**config.mk**
```make
export PLATFORM = sky130hd
export DESIGN_NAME = edge_gpio_port
export DESIGN_NICKNAME = d
export VERILOG_FILES = /design/src/rtl/egp_pkg.sv /design/src/rtl/egp_sync.sv /design/src/rtl/egp_edge_flags.sv /design/src/rtl/egp_pin_mux.sv /design/src/rtl/edge_gpio_port.sv
export SDC_FILE = /design/constraint.sdc
export NUM_CORES = 1
export LEC_CHECK = 0
export BUFFER_PORTS_ARGS = -buffer_cell sky130_fd_sc_hd__buf_2
export CORE_ASPECT_RATIO = 1.75
export CORE_MARGIN = 2
export CORE_UTILIZATION = 50
export CTS_BUF_LIST = sky130_fd_sc_hd__clkbuf_8
export CTS_CLUSTER_SIZE = 24
export DETAILED_ROUTE_END_ITERATION = 6
export GPL_TIMING_DRIVEN = 0
export PLACE_DENSITY = 0.73
export SLEW_MARGIN = 5
export SYNTH_ARGS = -nofsm -noshare
export SYNTH_HDL_FRONTEND = slang
export SYNTH_SLANG_ARGS = --single-unit
```
**constraint.sdc**
```tcl
create_clock -name clk -period 4.35 [get_ports clk]
set_input_delay 0.87 -clock clk [delete_from_list [all_inputs] [get_ports clk]]
set_output_delay 0.87 -clock clk [all_outputs]
set_load 0.01 [all_outputs]
```
**src/rtl/egp_pkg.sv**
```systemverilog
package egp_pkg;
  localparam int EGP_AW = 8;

  localparam logic [EGP_AW-1:0] OFS_LEVEL = 8'h20;
  localparam logic [EGP_AW-1:0] OFS_DRIVE = 8'h21;
  localparam logic [EGP_AW-1:0] OFS_DIR   = 8'h22;
  localparam logic [EGP_AW-1:0] OFS_FLAG  = 8'h23;
  localparam logic [EGP_AW-1:0] OFS_POL   = 8'h24;
  localparam logic [EGP_AW-1:0] OFS_MASK  = 8'h25;
  localparam logic [EGP_AW-1:0] OFS_FSA   = 8'h26;
  localparam logic [EGP_AW-1:0] OFS_PULL  = 8'h27;
  localparam logic [EGP_AW-1:0] OFS_FSB   = 8'h41;

  typedef enum logic [1:0] {
    FN_GPIO = 2'b00,
    FN_PRIM = 2'b01,
    FN_RSVD = 2'b10,
    FN_SEC  = 2'b11
  } egp_fn_e;
endpackage

```
**src/rtl/egp_sync.sv**
```systemverilog
module egp_sync #(
  parameter int W = 8
) (
  input  logic         clk,
  input  logic         rst_n,
  input  logic [W-1:0] d,
  output logic [W-1:0] q
);
  logic [W-1:0] stg1_q, stg2_q;
  logic [W-1:0] stg1_d, stg2_d;

  always_comb begin
    stg1_d = d;
    stg2_d = stg1_q;
  end

  always_ff @(posedge clk or negedge rst_n) begin
    if (!rst_n) begin
      stg1_q <= '0;
      stg2_q <= '0;
    end else begin
      stg1_q <= stg1_d;
      stg2_q <= stg2_d;
    end
  end

  assign q = stg2_q;


  sync_latency_chk: assert property (@(posedge clk) disable iff (!rst_n)
    ($past(rst_n, 2) && $past(rst_n)) |-> (q == $past(d, 2)));
endmodule

```
**src/rtl/egp_edge_flags.sv**
```systemverilog
module egp_edge_flags #(
  parameter int W = 8
) (
  input  logic         clk,
  input  logic         rst_n,
  input  logic [W-1:0] lvl,
  input  logic [W-1:0] fall_sel,
  input  logic         sw_we,
  input  logic [W-1:0] sw_data,
  output logic [W-1:0] flag
);
  localparam int WARM_W = 2;
  localparam logic [WARM_W-1:0] WARM_DONE = '1;

  logic [W-1:0]      prev_q, prev_d;
  logic [W-1:0]      flag_q, flag_d;
  logic [WARM_W-1:0] warm_q, warm_d;
  logic              warm_ok;
  logic [W-1:0]      rise, fall, hw_set;

  assign warm_ok = (warm_q == WARM_DONE);
  assign rise    = lvl & ~prev_q;
  assign fall    = ~lvl & prev_q;
  assign hw_set  = warm_ok ? ((rise & ~fall_sel) | (fall & fall_sel)) : '0;

  always_comb begin
    prev_d = lvl;
    warm_d = warm_ok ? warm_q : warm_q + 1'b1;
    flag_d = flag_q;
    if (sw_we) flag_d = sw_data;
    flag_d = flag_d | hw_set;
  end

  always_ff @(posedge clk or negedge rst_n) begin
    if (!rst_n) begin
      prev_q <= '0;
      warm_q <= '0;
      flag_q <= '0;
    end else begin
      prev_q <= prev_d;
      warm_q <= warm_d;
      flag_q <= flag_d;
    end
  end

  assign flag = flag_q;


  flag_cause_chk: assert property (@(posedge clk) disable iff (!rst_n)
    (flag & ~$past(flag) & ~$past(hw_set) & ~($past(sw_we) ? $past(sw_data) : '0)) == '0);

  edge_polarity_chk: assert property (@(posedge clk) disable iff (!rst_n)
    (hw_set & fall_sel & lvl) == '0 && (hw_set & ~fall_sel & ~lvl) == '0);

  hw_wins_chk: assert property (@(posedge clk) disable iff (!rst_n)
    ($past(hw_set) & ~flag) == '0);

  sticky_chk: assert property (@(posedge clk) disable iff (!rst_n)
    (~flag & $past(flag) & ~{W{$past(sw_we)}}) == '0);

  warm_quiet_chk: assert property (@(posedge clk) disable iff (!rst_n)
    !warm_ok |-> (hw_set == '0));
endmodule

```
**src/rtl/egp_pin_mux.sv**
```systemverilog
module egp_pin_mux #(
  parameter int W = 8
) (
  input  logic [W-1:0] fsel_a,
  input  logic [W-1:0] fsel_b,
  input  logic [W-1:0] dir,
  input  logic [W-1:0] drive,
  input  logic [W-1:0] pull,
  input  logic [W-1:0] prim_out,
  input  logic [W-1:0] sec_out,
  output logic [W-1:0] pad_oe,
  output logic [W-1:0] pad_out,
  output logic [W-1:0] pad_pull_en,
  output logic [W-1:0] pad_pull_up
);
  import egp_pkg::*;

  for (genvar i = 0; i < W; i++) begin : g_pin
    egp_fn_e fn;
    assign fn = egp_fn_e'({fsel_a[i], fsel_b[i]});
    always_comb begin
      unique case (fn)
        FN_PRIM: pad_out[i] = prim_out[i];
        FN_SEC:  pad_out[i] = sec_out[i];
        default: pad_out[i] = drive[i];
      endcase
    end
    assign pad_oe[i]      = dir[i];
    assign pad_pull_en[i] = pull[i];
    assign pad_pull_up[i] = drive[i];
  end
endmodule

```
**src/rtl/edge_gpio_port.sv**
```systemverilog
module edge_gpio_port #(
  parameter int WIDTH = 8
) (
  input  logic                       clk,
  input  logic                       rst_n,
  input  logic [egp_pkg::EGP_AW-1:0] bus_addr,
  input  logic                       bus_we,
  input  logic [WIDTH-1:0]           bus_wdata,
  output logic [WIDTH-1:0]           bus_rdata,
  input  logic [WIDTH-1:0]           pad_in,
  output logic [WIDTH-1:0]           pad_oe,
  output logic [WIDTH-1:0]           pad_out,
  output logic [WIDTH-1:0]           pad_pull_en,
  output logic [WIDTH-1:0]           pad_pull_up,
  input  logic [WIDTH-1:0]           prim_out,
  input  logic [WIDTH-1:0]           sec_out,
  output logic                       irq
);
  import egp_pkg::*;

  // reset: asserted asynchronously, released on the clock
  logic rst_m_q, rst_core_n;
  always_ff @(posedge clk or negedge rst_n) begin
    if (!rst_n) begin
      rst_m_q    <= 1'b0;
      rst_core_n <= 1'b0;
    end else begin
      rst_m_q    <= 1'b1;
      rst_core_n <= rst_m_q;
    end
  end

  logic [WIDTH-1:0] dir_q, dir_d, mask_q, mask_d, fsa_q, fsa_d;
  logic [WIDTH-1:0] fsb_q, fsb_d, pull_q, pull_d;
  logic [WIDTH-1:0] drive_q, drive_d, pol_q, pol_d;
  logic [WIDTH-1:0] lvl_sync, flag;
  logic             we_dir, we_mask, we_fsa, we_fsb, we_pull;
  logic             we_drive, we_pol, we_flag;

  assign we_dir   = bus_we && (bus_addr == OFS_DIR);
  assign we_mask  = bus_we && (bus_addr == OFS_MASK);
  assign we_fsa   = bus_we && (bus_addr == OFS_FSA);
  assign we_fsb   = bus_we && (bus_addr == OFS_FSB);
  assign we_pull  = bus_we && (bus_addr == OFS_PULL);
  assign we_drive = bus_we && (bus_addr == OFS_DRIVE);
  assign we_pol   = bus_we && (bus_addr == OFS_POL);
  assign we_flag  = bus_we && (bus_addr == OFS_FLAG);

  always_comb begin
    dir_d   = we_dir   ? bus_wdata : dir_q;
    mask_d  = we_mask  ? bus_wdata : mask_q;
    fsa_d   = we_fsa   ? bus_wdata : fsa_q;
    fsb_d   = we_fsb   ? bus_wdata : fsb_q;
    pull_d  = we_pull  ? bus_wdata : pull_q;
    drive_d = we_drive ? bus_wdata : drive_q;
    pol_d   = we_pol   ? bus_wdata : pol_q;
  end

  always_ff @(posedge clk or negedge rst_core_n) begin
    if (!rst_core_n) begin
      dir_q  <= '0;
      mask_q <= '0;
      fsa_q  <= '0;
      fsb_q  <= '0;
      pull_q <= '0;
    end else begin
      dir_q  <= dir_d;
      mask_q <= mask_d;
      fsa_q  <= fsa_d;
      fsb_q  <= fsb_d;
      pull_q <= pull_d;
    end
  end

  // output level and edge polarity survive reset
  always_ff @(posedge clk) begin
    drive_q <= drive_d;
    pol_q   <= pol_d;
  end

  egp_sync #(.W(WIDTH)) u_sync (
    .clk   (clk),
    .rst_n (rst_core_n),
    .d     (pad_in),
    .q     (lvl_sync)
  );

  egp_edge_flags #(.W(WIDTH)) u_flags (
    .clk      (clk),
    .rst_n    (rst_core_n),
    .lvl      (lvl_sync),
    .fall_sel (pol_q),
    .sw_we    (we_flag),
    .sw_data  (bus_wdata),
    .flag     (flag)
  );

  egp_pin_mux #(.W(WIDTH)) u_mux (
    .fsel_a      (fsa_q),
    .fsel_b      (fsb_q),
    .dir         (dir_q),
    .drive       (drive_q),
    .pull        (pull_q),
    .prim_out    (prim_out),
    .sec_out     (sec_out),
    .pad_oe      (pad_oe),
    .pad_out     (pad_out),
    .pad_pull_en (pad_pull_en),
    .pad_pull_up (pad_pull_up)
  );

  always_comb begin
    unique case (bus_addr)
      OFS_LEVEL: bus_rdata = lvl_sync;
      OFS_DRIVE: bus_rdata = drive_q;
      OFS_DIR:   bus_rdata = dir_q;
      OFS_FLAG:  bus_rdata = flag;
      OFS_POL:   bus_rdata = pol_q;
      OFS_MASK:  bus_rdata = mask_q;
      OFS_FSA:   bus_rdata = fsa_q;
      OFS_PULL:  bus_rdata = pull_q;
      OFS_FSB:   bus_rdata = fsb_q;
      default:   bus_rdata = '0;
    endcase
  end

  assign irq = |(flag & mask_q);


  drive_readback_chk: assert property (@(posedge clk) disable iff (!rst_core_n)
    we_drive |=> (drive_q == $past(bus_wdata)));

  irq_masked_chk: assert property (@(posedge clk) disable iff (!rst_core_n)
    (mask_q == '0) |-> !irq);

  reset_clear_chk: assert property (@(posedge clk)
    $rose(rst_core_n) |-> (dir_q == '0 && mask_q == '0 && fsa_q == '0 && fsb_q == '0 && pull_q == '0));
endmodule

```
======== Word level (Yosys, flattened, before mapping) ========
Cells that the tools add are included.
operators by class
  equal/unequal tests ..................... 26
  mux-type cells .......................... 11
  bitwise gates (word level) .............. 10
  reductions and logical operators ........ 9
  add/sub/neg operators ................... 1
operators with widths
  operator                                                               count
  8-bit case mux with 9 select lines                                     1
  8-bit by 6-bit equality test with 1-bit output, second input constant  8
  8-bit bitwise AND                                                      5
  8-bit inverter                                                         3
  2-bit equality test, second input constant                             9
  2-bit by 1-bit equality test with 1-bit output, second input constant  8
  8-bit two-way mux                                                      2
  8-bit OR                                                               2
  1-bit case mux with 2 select lines                                     8
  8-bit by 7-bit equality test with 1-bit output, second input constant  1
  1-bit logical AND                                                      8
  8-bit OR reduction                                                     1
  2-bit by 1-bit adder with 2-bit output, second input constant          1
storage, ports and cells
  output and inout bits ................... 41
  input bits .............................. 43
  register bits after elaboration ......... 92
  word-level logic and storage cells ...... 71

======== Depth between registers and ports, before layout ========
Gate-level depths: netlist (run 1).
  depth in word-level cells ............... 6
  depth in mapped cells ................... 6
  depth with buffers taken out ............ 4

======== By module ========
Synthesis (run 1) repeated with hierarchy kept, for this count alone.
unflattened totals
  cells, all modules ...................... 326
  area total of the unflattened synthesis .. 4396.7 um^2
by module, submodules not included
  module          cells each  instances  seq. area each (um^2)  area each (um^2)
  edge_gpio_port  207         1          1531.5                 2882.8
  egp_edge_flags  55          1          450.4                  783.3
  egp_sync        16          1          400.4                  400.4
  egp_pin_mux     48          1          0.0                    330.3

======== Worst setup path after synthesis (run 1) ========
OpenSTA, ideal clock, no wires.
  path type ............................... input -> output
  from .................................... in bus_addr[7] in the netlist's numbering
  to ...................................... out bus_rdata[5]
  setup slack ............................. 1348 ps
  stages on the path ...................... 3
  buffers on the path ..................... 1
  arrival time ............................ 2132 ps
  cells stage by stage .................... or3b_2 buf_2 o311ai_0
on the way
  longest elaborated chain between the ends .. 2
  elaborated cells on any way between the ends .. 10
  those cells by class .................... 9 x eq/ne; 1 x mux
RTL lines
  item                                                                                                              line                   RTL
  from (decl)                                                                                                       edge_gpio_port.sv:6    input logic [egp_pkg::EGP_AW-1:0] bus_addr,
  8-bit by 7-bit equality test with 1-bit output or 8-bit by 6-bit equality test with 1-bit output (tied branches)  edge_gpio_port.sv:113  unique case (bus_addr)
  8-bit case mux with 9 select lines (*)                                                                            edge_gpio_port.sv:113
  to (decl)                                                                                                         edge_gpio_port.sv:9    output logic [WIDTH-1:0] bus_rdata,
Every way passes the cells marked *; elsewhere a longest branch is shown, timed or not.

======== Final worst setup path (run 1) ========
  from .................................... in bus_addr[2] in the netlist's numbering
  to ...................................... out bus_rdata[5]
The elaborated chain is that of the path after synthesis.

==> summary.txt, run 1 <==
Outcome
  • Status: finished, final reports clean

Floorplanning
  • Die X-Extent: 73.7 µm
  • I/O pin total: 84
  • Starting density of the core: 0.515
  • Die area: just over 9000 µm²
  • Core area: 8260 µm²
  • Die Height: 126 µm
  • Num rows: 44

Detailed routing
  • DRC: 0
  • Vias: 3078
  • Post-Route WL: roughly 11000 µm
  • Router iterations before antenna repair: 7
  • Vias per inst: 6.08
  • Wire per inst: 21.7 µm
  • Iteration-0 DRC count of the detailed router: 269
  • Post-route ant nets: 0

Logic synthesis
  • Synth Area in XOR/XNOR: 0.00206
  • Post-Syn Area: 4260 µm²
  • Synth Instances: 318
  • Seq/Total Area, Yosys: 0.560
  • Synth cell types: 52
  • Yosys warning count: 0
  • Yosys reg bits: 92
  • Simple-Gate Fraction of Synth Area: 0.148
  • Top cell type's share of synthesized area: 0.447
  • Synth Area in Adders: 0.00294
  • Syn avg cell area: approximately 13 µm²
  • Compound-gate portion of the synthesized area: 0.0700
  • Largest area contributor in the netlist: dfrtp_1
  • Synth Flop Type: dfrtp_1
  • Post-synth EDFFs: 16
  • Mux contribution to synthesized area: 0.200
  • Largest family of logic cells by synthesized area: multiplexers
  • Top cells by area in the synthesized netlist: dfrtp_1, mux2_2, edfxtp_1, mux2i_1, mux4_2
  • Async set-or-reset flop fraction in the synthesized netlist: 0.826
  • Syn Nets: 362

Clock network
  • Post-CTS Setup Bufs: 0
  • Hold buffers post-CTS: 0
  • CTS Sinks: 92
  • Worst skew pair latency: 0.36 ns
  • Max Root-Sink Buffers: 2
  • Clock transition at path regs: 0.09 ns
  • Num CTS Buffers: 9
  • H-tree Lvls: 3
  • TritonCTS clock tree: yes
  • Post-CTS resize count: 0
  • Root Driver: clkbuf_8

Timing
  • Tmin final: 3.73 ns
  • Final hold violations: 0
  • Setup TNS: 0 ns
  • Worst-margin pin slew: 1.21 ns
  • Slew margin rel.: 0.191
  • Final Max Tran Viols: 0
  • Clk_skew: 0.00926 ns
  • Setup Viol. Count Final: 0
  • Period utilization: 0.857
  • Max frequency: 268 MHz
  • RSZ-0062 raised after global routing: no

Placement
  • Routability Congestion: ~0.93
  • Placed Cells: 490
  • Dpl hpwl: 7690 µm
  • IO buf count: just under 80

Hold path
  • Worst hold-check path type: flip-flop to asynchronous set/reset pin

Global routing
  • First-pass GRT wire length: 16800 µm
  • GRT overflow: 0
  • Pin count of the biggest net entering global routing: 46
  • Vias in the first global route: a little over 3k
  • Initial antenna violation count: 0
  • GRT Overall Usage: 0.247

Cells and area
  • Fin util: 0.606
  • Post-route insts no fill: 506
  • Area Overhead vs Synth: 17.6%
  • Nets: 453
  • Inserted Diodes: 0
  • Share of cells above drive strength 1: 0.413

Worst setup path
  • Critical Path End Type: output port
  • Worst Setup Start Kind: primary input
  • CP max FO: 10
  • Critical Path AT: 2.86 ns
  • Kind of critical path: primary input to output port
  • R2R Setup Slk: around 2.8 ns
  • Required @ worst endpoint: ~3.5 ns

Pwr
  • Total Power: 0.00169 W
  • Worst vdd ir: 0.250 mV
  • Pwr Density: 338 nW/µm²
  • Leak: 2.32 nW

Run
  • Max-cap violation count: 0
## synthesized netlist by cell type, types with 2 or more instances
cell,n
nor4b_4,2
mux2_2,47
a31oi_1,2
buf_2,5
buf_4,2
dfrtp_1,76
nand3_1,12
nand3b_1,4
nand3_2,2
o21ai_0,13
a21oi_1,8
edfxtp_1,16
a32oi_1,4
or3b_2,2
nor2_1,12
and3b_1,7
clkbuf_1,4
mux4_2,4
nand4_1,3
nor3_1,2
nor2_2,2
a22oi_1,9
nor3b_1,10
o2bb2ai_1,2
mux2i_1,23
nand2_1,19
## metrics by stage
stage	setup WS [ns]	cell area [µm²]	hold slack, ns
after CTS	0.658	5000	0.261
after floorplan	1.35	4260	0.331
after global routing	0.537	5000	0.262
after detailed placement	0.658	4800	0.281
final	0.621	5000	0.271
after global placement	0.659	4770	0.332
## final cells by class
cell class	count	area (µm²)
well taps	92	115
repair buffers	80	423
plain buffers	13	70.1
clock buffers	9	124
clock inverters	7	83.8
fillers	676	3250
multi-input cells	213	1800
flip-flops and latches	92	2390
## per-layer routing
metal	GRT usage	share of wire	vias up
met5	0	0	-
met4	0.109	0.033	0
met3	0.0416	0.065	28
met2	0.405	0.51	142
met1	0.316	0.39	1518
li1	-	-	1390
## power by group
group | total (W) | internal [W] | switching (W)
clock network | 0.000609 | 0.000318 | 0.000292
registers | 0.000936 | 0.000906 | 0.0000304
logic | 0.000148 | 0.0000698 | 0.0000785
## flip-flops by register name, indices dropped and copies added, names as in the netlist
name            count
pull_q              8
u_flags.prev_q      8
dir_q               8
u_flags.warm_q      2
u_sync.q            8
rst_m_q             1
u_flags.flag        8
drive_q             8
pol_q               8
fsa_q               8
rst_core_n          1
fsb_q               8
mask_q              8
u_sync.stg1_q       8
## logic make-up after synthesis
kind of cell / Yosys count
DFF: 92
and+or+nand+nor: 91
muxes: 74
AOI/OAI and AO/OA: 45
buffers and inverters: 13
adders and majority gates: 1
other: 1
xor gates and xnor gates: 1
## worst max-delay path, stage by stage
cell and delay (ns):
buf_4 0.17, nor4_1 0.92, and2_1 0.43, nand2_1 0.09
o311ai_0 0.16, buf_2 0.23
## final timing paths
| path | endpoint | cells after the start | startpoint |
|---|---|---|---|
| max in group asynchronous | u_sync.stg1_q[1] | 1 | rst_core_n |
| worst min-delay path | u_sync.stg1_q[3] | 0 | rst_core_n |
| min in group clk | u_sync.q[1] | 0 | u_sync.stg1_q[1] |
| worst max-delay path | bus_rdata[5] | 6 | bus_addr[2] |
| worst max register to register | u_flags.warm_q[1] | 3 | u_flags.warm_q[0] |
| worst min register to register | u_sync.stg1_q[3] | 0 | rst_core_n |
## layout by cell type, fill, tap and decap left out, types with 10 or more instances in the layout
master / n
mux2_2: 47
nor2_1: 12
edfxtp_1: 16
dfrtp_1: 75
buf_2: 84
nand2_1: 19
o21ai_0: 13
mux2i_1: 23
nor3b_1: 10
nand3_1: 12
Power figures use the tool's default switching activity.
==> inputs of run 2 (changes only) <==
- MAX_ROUTING_LAYER: default -> met4
==> run 2 against run 1 <==
Effect of this change:
- critical path type unchanged
- fmax rose by 0.99%
- total power fell by 0.13%
- clock-buffer cell count did not move
- largest cell class unchanged
- largest power group unchanged
- worst setup slack improved by 0.037 ns
- die area did not move
- cell count did not move
==> summary.txt, run 2 (synthesis results as in run 1) <==
Placement
  • IO buf count: 79 (unchanged)
  • Pre-CTS WS: 0.658 ns (unchanged)
  • Dpl hpwl: 7690 µm (unchanged)
  • Placed Cells: 490 (unchanged)
  • Routability Congestion: 0.950 (+1.8%)

Detailed routing
  • Post-Route WL: 10900 µm (-0.59%)
  • Vias per inst: 6.07 (-0.16%)
  • Wire per inst: 21.6 µm (-0.59%)
  • Post-route ant nets: 0 (unchanged)
  • Router iterations before antenna repair: 6 (-1)
  • DRC: 0 (unchanged)
  • Iteration-0 DRC count of the detailed router: 292 (+8.6%)
  • Vias: 3073 (-0.16%)

Cells and area
  • Inserted Diodes: 0 (unchanged)
  • Post-route insts no fill: 506 (unchanged)
  • Area Overhead vs Synth: 17.6% (unchanged)
  • Share of cells above drive strength 1: 0.413 (unchanged)
  • Register area: 2390 µm² (unchanged)
  • Commonest non-fill, non-tap cell in the layout: buf_2
  • Most frequent cells in the layout: buf_2, dfrtp_1, mux2_2
  • Fillers: 676 (unchanged)
  • Nets: 453 (unchanged)
  • Multi-input gate area: 1800 µm² (unchanged)

Pwr
  • Leak: 2.32 nW (unchanged)
  • Worst vdd ir: 0.250 mV (about the same)
  • Total Power: 0.00169 W (-0.13%)
  • Pwr Density: 338 nW/µm² (-0.13%)

Clock network
  • CTS Sinks: 92 (unchanged)
  • Post-CTS resize count: 0 (unchanged)
  • Post-CTS Setup Bufs: 0 (unchanged)
  • Worst skew pair latency: 0.36 ns (about the same)
  • Root Driver: clkbuf_8
  • TritonCTS clock tree: yes
  • H-tree Lvls: 3 (unchanged)
  • Max Root-Sink Buffers: 2 (unchanged)
  • Num CTS Buffers: 9 (unchanged)
  • Clock transition at path regs: 0.09 ns (about the same)
  • Hold buffers post-CTS: 0 (unchanged)

Timing
  • Worst-margin pin slew: 1.17 ns (-0.0401 ns)
  • Final hold violations: 0 (unchanged)
  • Max frequency: 271 MHz (+0.99%)
  • Slew margin rel.: 0.218 (+0.0268)
  • Setup TNS: 0 ns (unchanged)
  • Setup WS post-layout: 0.658 ns (+0.0366 ns)
  • Final Max Tran Viols: 0 (unchanged)
  • Setup Viol. Count Final: 0 (unchanged)
  • Period utilization: 0.849 (-0.00841)
  • Final hold slack: 0.269 ns (-0.00269 ns)
  • Clk_skew: 0.00887 ns (-0.000397 ns)
  • Tmin final: 3.69 ns (-0.0366 ns)
  • RSZ-0062 raised after global routing: no

Worst setup path
  • Setup crit start: bus_addr[2]
  • Crit path largest cell delay: 0.88 ns (-0.04 ns)
  • Kind of critical path: primary input to output port
  • CP max FO: 10 (unchanged)
  • Crit path max-delay cell type: nor4_1
  • Worst Setup Start Kind: primary input
  • Critical Path End Type: output port
  • CP Cell Sequence: buf_4 -> nor4_1 -> and2_1 -> nand2_1 -> o311ai_0 -> buf_2
  • Critical Path AT: 2.82 ns (-0.04 ns)
  • Required @ worst endpoint: 3.48 ns (about the same)
  • Reg2reg start: u_flags.warm_q[0]

Hold path
  • Worst hold-check path type: flip-flop to asynchronous set/reset pin

Run
  • Max-cap violation count: 0 (unchanged)

Floorplanning
  • Num rows: 44 (unchanged)
  • Die X-Extent: 73.7 µm (unchanged)
  • Core area: 8260 µm² (unchanged)
  • I/O pin total: 84 (unchanged)
  • Starting density of the core: 0.515 (unchanged)
  • Die area: 9290 µm² (unchanged)
  • Die Height: 126 µm (unchanged)

Outcome
  • Status: finished, final reports clean

Global routing
  • GRT overflow: 0 (unchanged)
  • Vias in the first global route: 3068 (+0.098%)
  • Initial antenna violation count: 0 (unchanged)
  • GRT Overall Usage: 0.254 (+0.00694)
  • Pin count of the biggest net entering global routing: 46 (unchanged)
  • First-pass GRT wire length: 16800 µm (about the same)
run 2: cell counts in the layout (fill, tap and decap cells not counted):
No cell type changed its count.
run 2: metrics by stage:
step | util | cell area (µm²)
floorplan | - | 4260
global placement | 0.577 | 4770
detailed placement | 0.581 | 4800
CTS | 0.606 | 5000
global route | 0.606 | 5000
finish | 0.606 | 5000
run 2: critical path, delay by kind of cell:
family / cells / cell delay, ns
and+or+nand+nor: 3 / 1.39
AOI/OAI and AO/OA: 1 / 0.16
buffers and inverters: 2 / 0.40
run 2: power breakdown:
part           switching (W)  total, W  internal (W)
Sequential         0.0000301  0.000936      0.000906
Combinational      0.0000782  0.000148     0.0000698
Clock               0.000290  0.000608      0.000318
Total               0.000398   0.00169       0.00129
run 2: final timing paths:
kind | slack [ns] | end | cells after the start
worst max-delay path | 0.66 | bus_rdata[5] | 6
worst min-delay path | 0.27 | u_sync.stg1_q[3] | 0
worst max register to register | 2.83 | u_flags.warm_q[1] | 3
worst min register to register | 0.27 | u_sync.stg1_q[3] | 0
max in group asynchronous | 3.51 | mask_q[4] | 1
min in group clk | 0.35 | u_sync.q[1] | 0
run 2: final cells by class:
cell class | instances | area share
sequential | 92 | 0.477
multi-input combinational | 213 | 0.360
timing repair buffer | 80 | 0.0845
clock buffer | 9 | 0.0248
tap | 92 | 0.0230
clock inverter | 7 | 0.0167
buffer | 13 | 0.0140
run 2: routing by layer:
metal | GRT usage | share of wire
met2 | 0.406 | 0.52
met3 | 0.0416 | 0.067
met4 | 0.109 | 0.036
met5 | - | 0
met1 | 0.315 | 0.38
